--- src/rtl/refresh_pkg.sv ---
package refresh_pkg;

  typedef enum logic [1:0] {
    CMD_NOP    = 2'b00,
    CMD_PREALL = 2'b01,
    CMD_REF    = 2'b10
  } refCmd_e;

  typedef struct packed {
    logic issuePre;
    logic issueRef;
    logic loadRp;
    logic loadRfc;
    logic busy;
  } refStrobe_s;

endpackage

--- src/rtl/refresh_ctrl.sv ---
module refresh_ctrl
  import refresh_pkg::*;
(
  input  logic       clk,
  input  logic       rstN,
  input  logic       busGrant,
  input  logic       anyBankOpen,
  input  logic       creditNZ,
  input  logic       waitDone,
  output refStrobe_s strobe
);

  typedef enum logic [1:0] {ST_IDLE, ST_PRECH, ST_REFWAIT} ctrlState_e;

  ctrlState_e state, stateNext;

  always_comb begin
    stateNext = state;
    strobe    = '0;
    strobe.busy = (state != ST_IDLE);
    case (state)
      ST_IDLE: begin
        if (busGrant && creditNZ) begin
          if (anyBankOpen) begin
            strobe.issuePre = 1'b1;
            strobe.loadRp   = 1'b1;
            stateNext       = ST_PRECH;
          end else begin
            strobe.issueRef = 1'b1;
            strobe.loadRfc  = 1'b1;
            stateNext       = ST_REFWAIT;
          end
        end
      end
      ST_PRECH: begin
        if (waitDone) begin
          strobe.issueRef = 1'b1;
          strobe.loadRfc  = 1'b1;
          stateNext       = ST_REFWAIT;
        end
      end
      ST_REFWAIT: begin
        if (waitDone) begin
          if (creditNZ) begin
            strobe.issueRef = 1'b1;
            strobe.loadRfc  = 1'b1;
          end else begin
            stateNext = ST_IDLE;
          end
        end
      end
      default: stateNext = ST_IDLE;
    endcase
  end

  always_ff @(posedge clk) begin
    if (!rstN) state <= ST_IDLE;
    else       state <= stateNext;
  end

  AST_ONE_STROBE: assert property (@(posedge clk) disable iff (!rstN)
    !(strobe.issuePre && strobe.issueRef));

  AST_IDLE_NEEDS_GRANT: assert property (@(posedge clk) disable iff (!rstN)
    (state == ST_IDLE && !busGrant) |-> !(strobe.issuePre || strobe.issueRef));

endmodule

--- src/rtl/refresh_datapath.sv ---
module refresh_datapath
  import refresh_pkg::*;
#(
  parameter int REFI_TICKS = 78,
  parameter int TRP        = 11,
  parameter int TRFC       = 88,
  parameter int MAX_CREDIT = 8
) (
  input  logic       clk,
  input  logic       rstN,
  input  logic       tick,
  input  logic       hotRange,
  input  refStrobe_s strobe,
  output logic       creditNZ,
  output logic       waitDone,
  output logic       busReq,
  output logic       busUrgent,
  output logic [1:0] cmd,
  output logic       a10,
  output logic       cke
);

  localparam int TICK_W    = $clog2(REFI_TICKS + 1);
  localparam int CRED_W    = $clog2(MAX_CREDIT + 2);
  localparam int WAIT_MAX  = (TRP > TRFC) ? TRP : TRFC;
  localparam int WAIT_W    = $clog2(WAIT_MAX + 1);
  localparam int HALF_T    = (REFI_TICKS / 2 < 1) ? 1 : REFI_TICKS / 2;
  localparam int GAP_LIMIT = (MAX_CREDIT + 1) * REFI_TICKS;
  localparam int GAP_W     = $clog2(GAP_LIMIT + 2);
  localparam int SINCE_W   = $clog2(WAIT_MAX + 2);

  logic [TICK_W-1:0] tickCnt;
  logic [TICK_W-1:0] limitM1;
  logic              expire;
  logic [CRED_W-1:0] credit;
  logic [WAIT_W-1:0] waitCnt;
  refCmd_e           cmdQ;
  logic              a10Q;
  logic              ckeQ;

  // interval timer
  assign limitM1 = hotRange ? TICK_W'(HALF_T - 1) : TICK_W'(REFI_TICKS - 1);
  assign expire  = tick && (tickCnt >= limitM1);

  always_ff @(posedge clk) begin
    if (!rstN)     tickCnt <= '0;
    else if (tick) tickCnt <= expire ? '0 : tickCnt + 1'b1;
  end

  // postponed-refresh credit
  always_ff @(posedge clk) begin
    if (!rstN) credit <= '0;
    else begin
      case ({expire, strobe.issueRef})
        2'b10:   credit <= credit + 1'b1;
        2'b01:   credit <= credit - 1'b1;
        default: credit <= credit;
      endcase
    end
  end

  assign creditNZ  = (credit != '0);
  assign busUrgent = (credit >= CRED_W'(MAX_CREDIT));
  assign busReq    = creditNZ || strobe.busy;

  // tRP / tRFC wait counter
  always_ff @(posedge clk) begin
    if (!rstN)                waitCnt <= '0;
    else if (strobe.loadRp)   waitCnt <= WAIT_W'(TRP - 1);
    else if (strobe.loadRfc)  waitCnt <= WAIT_W'(TRFC - 1);
    else if (waitCnt != '0)   waitCnt <= waitCnt - 1'b1;
  end

  assign waitDone = (waitCnt == '0);

  // command output register
  always_ff @(posedge clk) begin
    if (!rstN) begin
      cmdQ <= CMD_NOP;
      a10Q <= 1'b0;
      ckeQ <= 1'b0;
    end else begin
      ckeQ <= 1'b1;
      a10Q <= strobe.issuePre;
      if (strobe.issuePre)      cmdQ <= CMD_PREALL;
      else if (strobe.issueRef) cmdQ <= CMD_REF;
      else                      cmdQ <= CMD_NOP;
    end
  end

  assign cmd = cmdQ;
  assign a10 = a10Q;
  assign cke = ckeQ;

  // spacing tracker for assertions
  logic [SINCE_W-1:0] sinceCmd;
  refCmd_e            lastCmd;
  logic [GAP_W-1:0]   tickGap;

  always_ff @(posedge clk) begin
    if (!rstN) begin
      sinceCmd <= '1;
      lastCmd  <= CMD_NOP;
    end else if (cmdQ != CMD_NOP) begin
      sinceCmd <= SINCE_W'(1);
      lastCmd  <= cmdQ;
    end else if (sinceCmd != '1) begin
      sinceCmd <= sinceCmd + 1'b1;
    end
  end

  always_ff @(posedge clk) begin
    if (!rstN)                         tickGap <= '0;
    else if (cmdQ == CMD_REF)          tickGap <= '0;
    else if (tick && tickGap != '1)    tickGap <= tickGap + 1'b1;
  end

  AST_CREDIT_CAP: assert property (@(posedge clk) disable iff (!rstN)
    credit <= CRED_W'(MAX_CREDIT));

  AST_URGENT_REQ: assert property (@(posedge clk) disable iff (!rstN)
    busUrgent |-> busReq);

  AST_RP_SPACING: assert property (@(posedge clk) disable iff (!rstN)
    (cmdQ != CMD_NOP && lastCmd == CMD_PREALL) |-> sinceCmd >= SINCE_W'(TRP));

  AST_RFC_SPACING: assert property (@(posedge clk) disable iff (!rstN)
    (cmdQ != CMD_NOP && lastCmd == CMD_REF) |-> sinceCmd >= SINCE_W'(TRFC));

  AST_PRE_A10: assert property (@(posedge clk) disable iff (!rstN)
    (cmdQ == CMD_PREALL) |-> a10Q);

  AST_CKE_ON_CMD: assert property (@(posedge clk) disable iff (!rstN)
    (cmdQ != CMD_NOP) |-> ckeQ);

  AST_GAP_BOUND: assert property (@(posedge clk) disable iff (!rstN)
    tickGap <= GAP_W'(GAP_LIMIT));

endmodule

--- src/rtl/refresh_pacer.sv ---
module refresh_pacer
  import refresh_pkg::*;
#(
  parameter int REFI_TICKS = 78,
  parameter int TRP        = 11,
  parameter int TRFC       = 88,
  parameter int MAX_CREDIT = 8
) (
  input  logic       clk,
  input  logic       rstN,
  input  logic       tick,
  input  logic       hotRange,
  input  logic       anyBankOpen,
  input  logic       busGrant,
  output logic       busReq,
  output logic       busUrgent,
  output logic [1:0] cmd,
  output logic       a10,
  output logic       cke
);

  refStrobe_s strobe;
  logic       creditNZ;
  logic       waitDone;

  refresh_ctrl u_ctrl (
    .clk         (clk),
    .rstN        (rstN),
    .busGrant    (busGrant),
    .anyBankOpen (anyBankOpen),
    .creditNZ    (creditNZ),
    .waitDone    (waitDone),
    .strobe      (strobe)
  );

  refresh_datapath #(
    .REFI_TICKS (REFI_TICKS),
    .TRP        (TRP),
    .TRFC       (TRFC),
    .MAX_CREDIT (MAX_CREDIT)
  ) u_dp (
    .clk       (clk),
    .rstN      (rstN),
    .tick      (tick),
    .hotRange  (hotRange),
    .strobe    (strobe),
    .creditNZ  (creditNZ),
    .waitDone  (waitDone),
    .busReq    (busReq),
    .busUrgent (busUrgent),
    .cmd       (cmd),
    .a10       (a10),
    .cke       (cke)
  );

endmodule

--- config.mk ---
export PLATFORM = sky130hd
export DESIGN_NAME = refresh_pacer
export DESIGN_NICKNAME = d
export VERILOG_FILES = /design/src/rtl/refresh_pkg.sv /design/src/rtl/refresh_ctrl.sv /design/src/rtl/refresh_datapath.sv /design/src/rtl/refresh_pacer.sv
export SDC_FILE = /design/constraint.sdc
export NUM_CORES = 1
export LEC_CHECK = 0
export ABC_CLOCK_PERIOD_IN_PS = 6200
export CAP_MARGIN = 10
export CORE_ASPECT_RATIO = 1.5
export CORE_MARGIN = 2
export CORE_UTILIZATION = 60
export DETAILED_ROUTE_END_ITERATION = 8
export DONT_BUFFER_PORTS = 1
export PLACE_DENSITY = 0.77
export SYNTH_ARGS = -nofsm -noshare
export SYNTH_HDL_FRONTEND = slang
export SYNTH_HIERARCHICAL = 1
export SYNTH_SLANG_ARGS = --single-unit
--- constraint.sdc ---
create_clock -name clk -period 6.2 [get_ports clk]
set_input_delay 0.31 -clock clk [delete_from_list [all_inputs] [get_ports clk]]
set_output_delay 0.31 -clock clk [all_outputs]
set_load 0.03 [all_outputs]
Word level (Yosys, flattened, before mapping)
Cells that the tools add are included.
- output and inout port bits: 6
- input bits: 6
- logic and storage cells: 65
- flip-flop bits (word level): 24
- bitwise logic cells: 1
- multiplexer cells: 25
- order comparisons: 2
- reduce and logical (&&, ||, !) cells: 15
- add/sub/neg operators: 4
- eq/ne operators: 8
- operator list (cell ; number):
    $mux W7 ; 4
    $mux W2 ; 6
    $mux W1 ; 9
    $mux W4 ; 2
    $pmux W4 S2 ; 1
    $add A7 B1 Y7 const B ; 1
    $ge A7 B7 Y1 ; 1
    $logic_not A7 Y1 ; 1
    $reduce_bool A7 Y1 ; 1
    $sub A7 B1 Y7 const B ; 1
    $ne A2 B1 Y1 const B ; 3
    $pmux W1 S3 ; 2
    $pmux W2 S3 ; 1
    $reduce_bool A2 Y1 ; 3
    $add A4 B1 Y4 const B ; 1
    $eq A2 B1 Y1 const B ; 2
    $eq A2 B2 Y1 const B ; 2
    $ge A4 B4 Y1 const B ; 1
    $reduce_and A4 Y1 ; 1
    $reduce_bool A4 Y1 ; 1
    $reduce_or A2 Y1 ; 2
    $sub A4 B1 Y4 const B ; 1
    $reduce_bool A3 Y1 ; 1
    $reduce_or A3 Y1 ; 1
    other kinds (5) ; 6

Logic depth before layout (Yosys ltp)
- depth in word-level cells: 6
- gate-level depth with buffers: 14
- depth with buffers taken out: 13

Modules after synthesis
Netlist, hierarchy kept.
- modules (own cells, without submodules) (module ; area an instance (sq um) ; sequential area each (sq um) ; cells an instance ; times used):
    refresh_datapath ; 1119.8 ; 420.4 ; 118 ; 1
    refresh_ctrl ; 177.7 ; 40.0 ; 23 ; 1

Least setup slack after synthesis
OpenSTA, ideal clock, no wires.
- path kind: register to register
- start point: reg u_dp.waitCnt[0]
- end point: reg u_dp.credit[2]
- setup time: 0.070 ns
- required time: 6.130 ns
- clock period less this slack: 3.063 ns
- path slack: 3.137 ns
- stages on the path, launching flop included: 15
- arrival time: 2.993 ns
- cells stage by stage: dfxtp_1 > inv_1 > ha_1 > or3b_4 > nor4_4 > a21oi_1 > o21ai_1 > buf_4 > ha_1 > xor2_1 > ha_1 > a21oi_1 > xor2_1 > or3_1 > a21oi_1
- RTL lines (element ; line ; RTL):
    start: declaration ; refresh_datapath.sv:36 ; logic [WAIT_W-1:0] waitCnt;
    start signal: assignment ; refresh_datapath.sv:69 ; else if (strobe.loadRp) waitCnt <= WAIT_W'(TRP - 1);
    start signal: assignment ; refresh_datapath.sv:70 ; else if (strobe.loadRfc) waitCnt <= WAIT_W'(TRFC - 1);
    start signal: assignment ; refresh_datapath.sv:71 ; else if (waitCnt != '0) waitCnt <= waitCnt - 1'b1;
    end signal: assignment ; refresh_datapath.sv:55 ; 2'b10: credit <= credit + 1'b1;
    end signal: assignment ; refresh_datapath.sv:56 ; 2'b01: credit <= credit - 1'b1;
    end signal: assignment ; refresh_datapath.sv:57 ; default: credit <= credit;
    end: declaration ; refresh_datapath.sv:35 ; logic [CRED_W-1:0] credit;

Worst setup path in the final report
- start point: reg u_dp.waitCnt[0]
- end point: reg u_dp.credit[2]
- cells in the longest elaborated chain, start to end: 5
- elaborated cells on any way between the ends: 8
- ends and longest elaborated chain (element ; line ; RTL):
    $logic_not A7 Y1 (*) ; refresh_datapath.sv:74 ; assign waitDone = (waitCnt == '0);
    named net waitDone ; refresh_pacer.sv:24 ; logic waitDone;
    $mux W1 (on tied branches) ; refresh_ctrl.sv:43, refresh_ctrl.sv:36 ;
    $pmux W1 S3 (*) ; refresh_ctrl.sv:21 ; case (state)
    $eq A2 B1 Y1 or $eq A2 B2 Y1 (tied branches) ; refresh_datapath.sv:54 ; case ({expire, strobe.issueRef})
    $pmux W4 S2 or $reduce_bool A2 Y1 (tied branches) ; - ;
Mark *: on every way through the listed nets, which the timed path passes. The rest lies on a longest branch.
A chain may end at the register's enable or synchronous reset.

==> results.md <==
- Largest net degree at the start of global routing: 14
- Final Max Slew Viols: 0
- CTS tree: built
- #FFs+latches synth: 23
- Layout fillers: 173
- Seq pwr share: 0.482
- Gr usage total: 0.2157
- Syn Std Cell Area: 1297 um^2
- Most frequent cells in the layout: dfxtp_1 (23), nand2_1 (11), nor2_1 (10), ha_1 (10)
- Synth Net Count: 157
- Synth Instances: between 100 and 150
- YS warnings: 6
- Final core utilization: 0.6481
- Setup TNS: 0 ns
- Via count: 977
- Die H: slightly above 60 um
- Worst-skew pair later-pin latency: just over 0.3 ns
- Max cap viols: 0
- Layout area overhead: 1.254%
- DRT iter0 DRCs: 20
- Register area: ~460 um^2
- Initial antenna violation count: 0
- Cts bufs inserted: 3
- Placement row count: 20
- DR WL/cell: 14.47 um
- Final setup fails: 0
- Antenna fix cells: 0
- Crit path depth: 13
- Leakage: 0.5280 nW
- Status: finished clean
- Postcts setup bufs: 0
- Critical path class: flip-flop to flip-flop
- Switching pwr: 133.1 uW
- Worst Reg2Reg Path Length in Cells: 13
- Worst-path clk slew: 0.13 ns
- Final worst-path cycle share: 0.5614
- CP Max Fanout: 11
- PortBufs: 0
- Die ar.: 2558 um^2
- Sink Count: 23
- Worst Max-Slew Pin Slew: 0.6026 ns
- CP Launch Type: flip-flop
- Antenna-violating nets left: 0
- Hpwl dp: 1764 um
- CTS H-Tree Depth: 1
- Final Hold Viols: 0
- Syn Area/Cell: around 9 um^2
- Clock tree buffer depth: 2
- Worst Path Arrival: 3.73 ns
- Root buffer cell: clkbuf_4
- Layout cells sized above 1: 0.07971
- Max-slew headroom: 0.5952
- CP delay by family, top: simple AND/OR/NAND/NOR gates
- Tmin final: 3.481 ns
- Hold Path Class: input pin to flip-flop
- Pwr dens: 299.3 nW/um^2
- Total wire length: 2315 um
- Maximum VDD drop: 0.2200 mV
- Commonest non-fill, non-tap cell in the layout: dfxtp_1
- Net Sw Frac: 0.3386
- Sequential area share after synthesis: 0.3549
- CTS resizes: 0
- Ports: 12
- FMAX: 287.3 MHz
- Crit-path max cell delay: 0.47 ns
- Worst path required time: 6.45 ns
- Hold Path Stages: 1
- FF-to-FF setup slack: 2.72 ns
- Grt total ovfl: 0
- Worst path cell trace: inv_1 > ha_1 > or3b_4 > nor4_4 > a21oi_1 > o21ai_1 > ha_1 > xor2_1 > ha_1 > a21oi_1 > xor2_1 > or3_1 > a21oi_1
- Vias in the first global route: 987
- First-pass GRT wire length: 4160 um
- RSZ-0062 raised after global routing: no
- Drc violations: 0
- Final clock skew: just under 0.005 ns
- Crit-path slowest cell: nor4_4
- Count of distinct cell types in the synthesized netlist: 44
- Combinational share of power: 0.343
- Multi-input logic area: ~760 um^2
- Crit path buf inv count: 1
- Drt via density: 6.106
- Drt pass-1 iters: 4
- Cell-internal power: 260.0 uW
- Clock group share of total power: 0.176
- GPL Wtd Cong: 0.7966
- Layout Nets: 155
- Initial Util: 0.6401
- Critical Path Sink Type: flip-flop
- Die X: 41.97 um
- Core ar.: 2027 um^2
## stage by stage
stage	instances	setup slack, ns	area (um^2)	power (mW)	hold WS [ns]
final	160	2.719	1314	0.3932	0.06844
after global routing	160	2.490	1314	0.4213	0.04445
after CTS	160	2.746	1314	0.3961	0.05457
after detailed placement	155	2.777	1276	0.3257	0.3382
after global placement	155	2.939	1276	0.3182	0.3383
after floorplan	141	3.137	1297	0.3024	0.3377
## Yosys cell counts (all sizes together)
| cell | n | area share |
|---|---|---|
| nor4 | 2 | 0.021 |
| a21oi | 7 | 0.027 |
| nand2b | 3 | 0.014 |
| a31oi | 1 | 0.0048 |
| nor3 | 2 | 0.0077 |
| mux2i | 4 | 0.031 |
| nor4bb | 2 | 0.015 |
| or2b | 1 | 0.0058 |
| a211oi | 7 | 0.041 |
| or2 | 1 | 0.0048 |
| nand4b | 1 | 0.0068 |
| nand3 | 1 | 0.0039 |
| o31ai | 2 | 0.012 |
| nand4 | 2 | 0.0096 |
| nor4b | 1 | 0.0068 |
| mux2 | 1 | 0.0087 |
| or3 | 2 | 0.011 |
| and4b | 1 | 0.0077 |
| or3b | 2 | 0.015 |
| or4 | 1 | 0.0058 |
| o41ai | 1 | 0.0068 |
| and2 | 1 | 0.0048 |
| xor2 | 7 | 0.047 |
| a311o | 1 | 0.0077 |
| nand2 | 11 | 0.032 |
| buf | 4 | 0.026 |
| o31a | 1 | 0.0068 |
| o21ai | 5 | 0.019 |
| nor2 | 10 | 0.029 |
| clkbuf | 4 | 0.012 |
| nor2b | 2 | 0.0096 |
| dfxtp | 23 | 0.35 |
| xnor2 | 5 | 0.034 |
| o311a | 1 | 0.0077 |
| inv | 7 | 0.020 |
| nor3b | 3 | 0.021 |
| a21o | 1 | 0.0058 |
| ha | 10 | 0.096 |
## routing by layer
layer	global-route usage	vias to the layer above	part of all wire	wire length, um
met5	0	-	0	0
met4	0.1244	0	0.024	55
met3	0.03869	8	0.025	59
met2	0.3996	16	0.52	1213
met1	0.2298	460	0.43	987
li1	-	493	-	-
## area by class of cell
| cell class | count | share of cell area |
|---|---|---|
| sequential | 23 | 0.3505 |
| multi-input combinational | 103 | 0.5800 |
| clock buffer | 3 | 0.01714 |
| inverter | 7 | 0.02000 |
| clock inverter | 1 | 0.003810 |
| timing repair buffer | 1 | 0.007619 |
| tap | 22 | 0.02095 |
## registers in the layout, indices dropped and copies added, names as in the netlist
signal        cells
u_dp/cmd          2
u_dp/waitCnt      7
u_ctrl/state      2
u_dp/tickCnt      7
u_dp/cke          1
u_dp/credit       4
## final timing paths
path                         from         endpoint
setup / recovery  u_dp/waitCnt[0]   u_dp/credit[2]
hold / removal               tick  u_dp/tickCnt[5]
setup reg to reg  u_dp/waitCnt[0]   u_dp/credit[2]
hold reg to reg   u_ctrl/state[1]  u_ctrl/state[0]
## cells by family after synthesis
family                     synth area share
xor gates and xnor gates            0.08100
muxes                               0.03954
buffers and inverters               0.05786
adders and majority gates           0.09643
and+or+nand+nor                      0.2324
DFF                                  0.3549
AOI/OAI and AO/OA                    0.1379
## power by group through the flow
| stage | sequential [mW] | combinational, mW | clock, mW |
|---|---|---|---|
| after floorplan | 0.188 | 0.114 | 0 |
| after global placement | 0.192 | 0.127 | 0 |
| after detailed placement | 0.192 | 0.133 | 0 |
| after CTS | 0.189 | 0.134 | 0.0727 |
| after global routing | 0.193 | 0.150 | 0.0784 |
| final | 0.189 | 0.135 | 0.0690 |
## timing repair
action	CTS	global route
hold buffers	1	0
endpoints found under the hold margin	1	0
endpoints found under the setup margin	0	0
No activity file was read; power rests on OpenSTA's default activity.
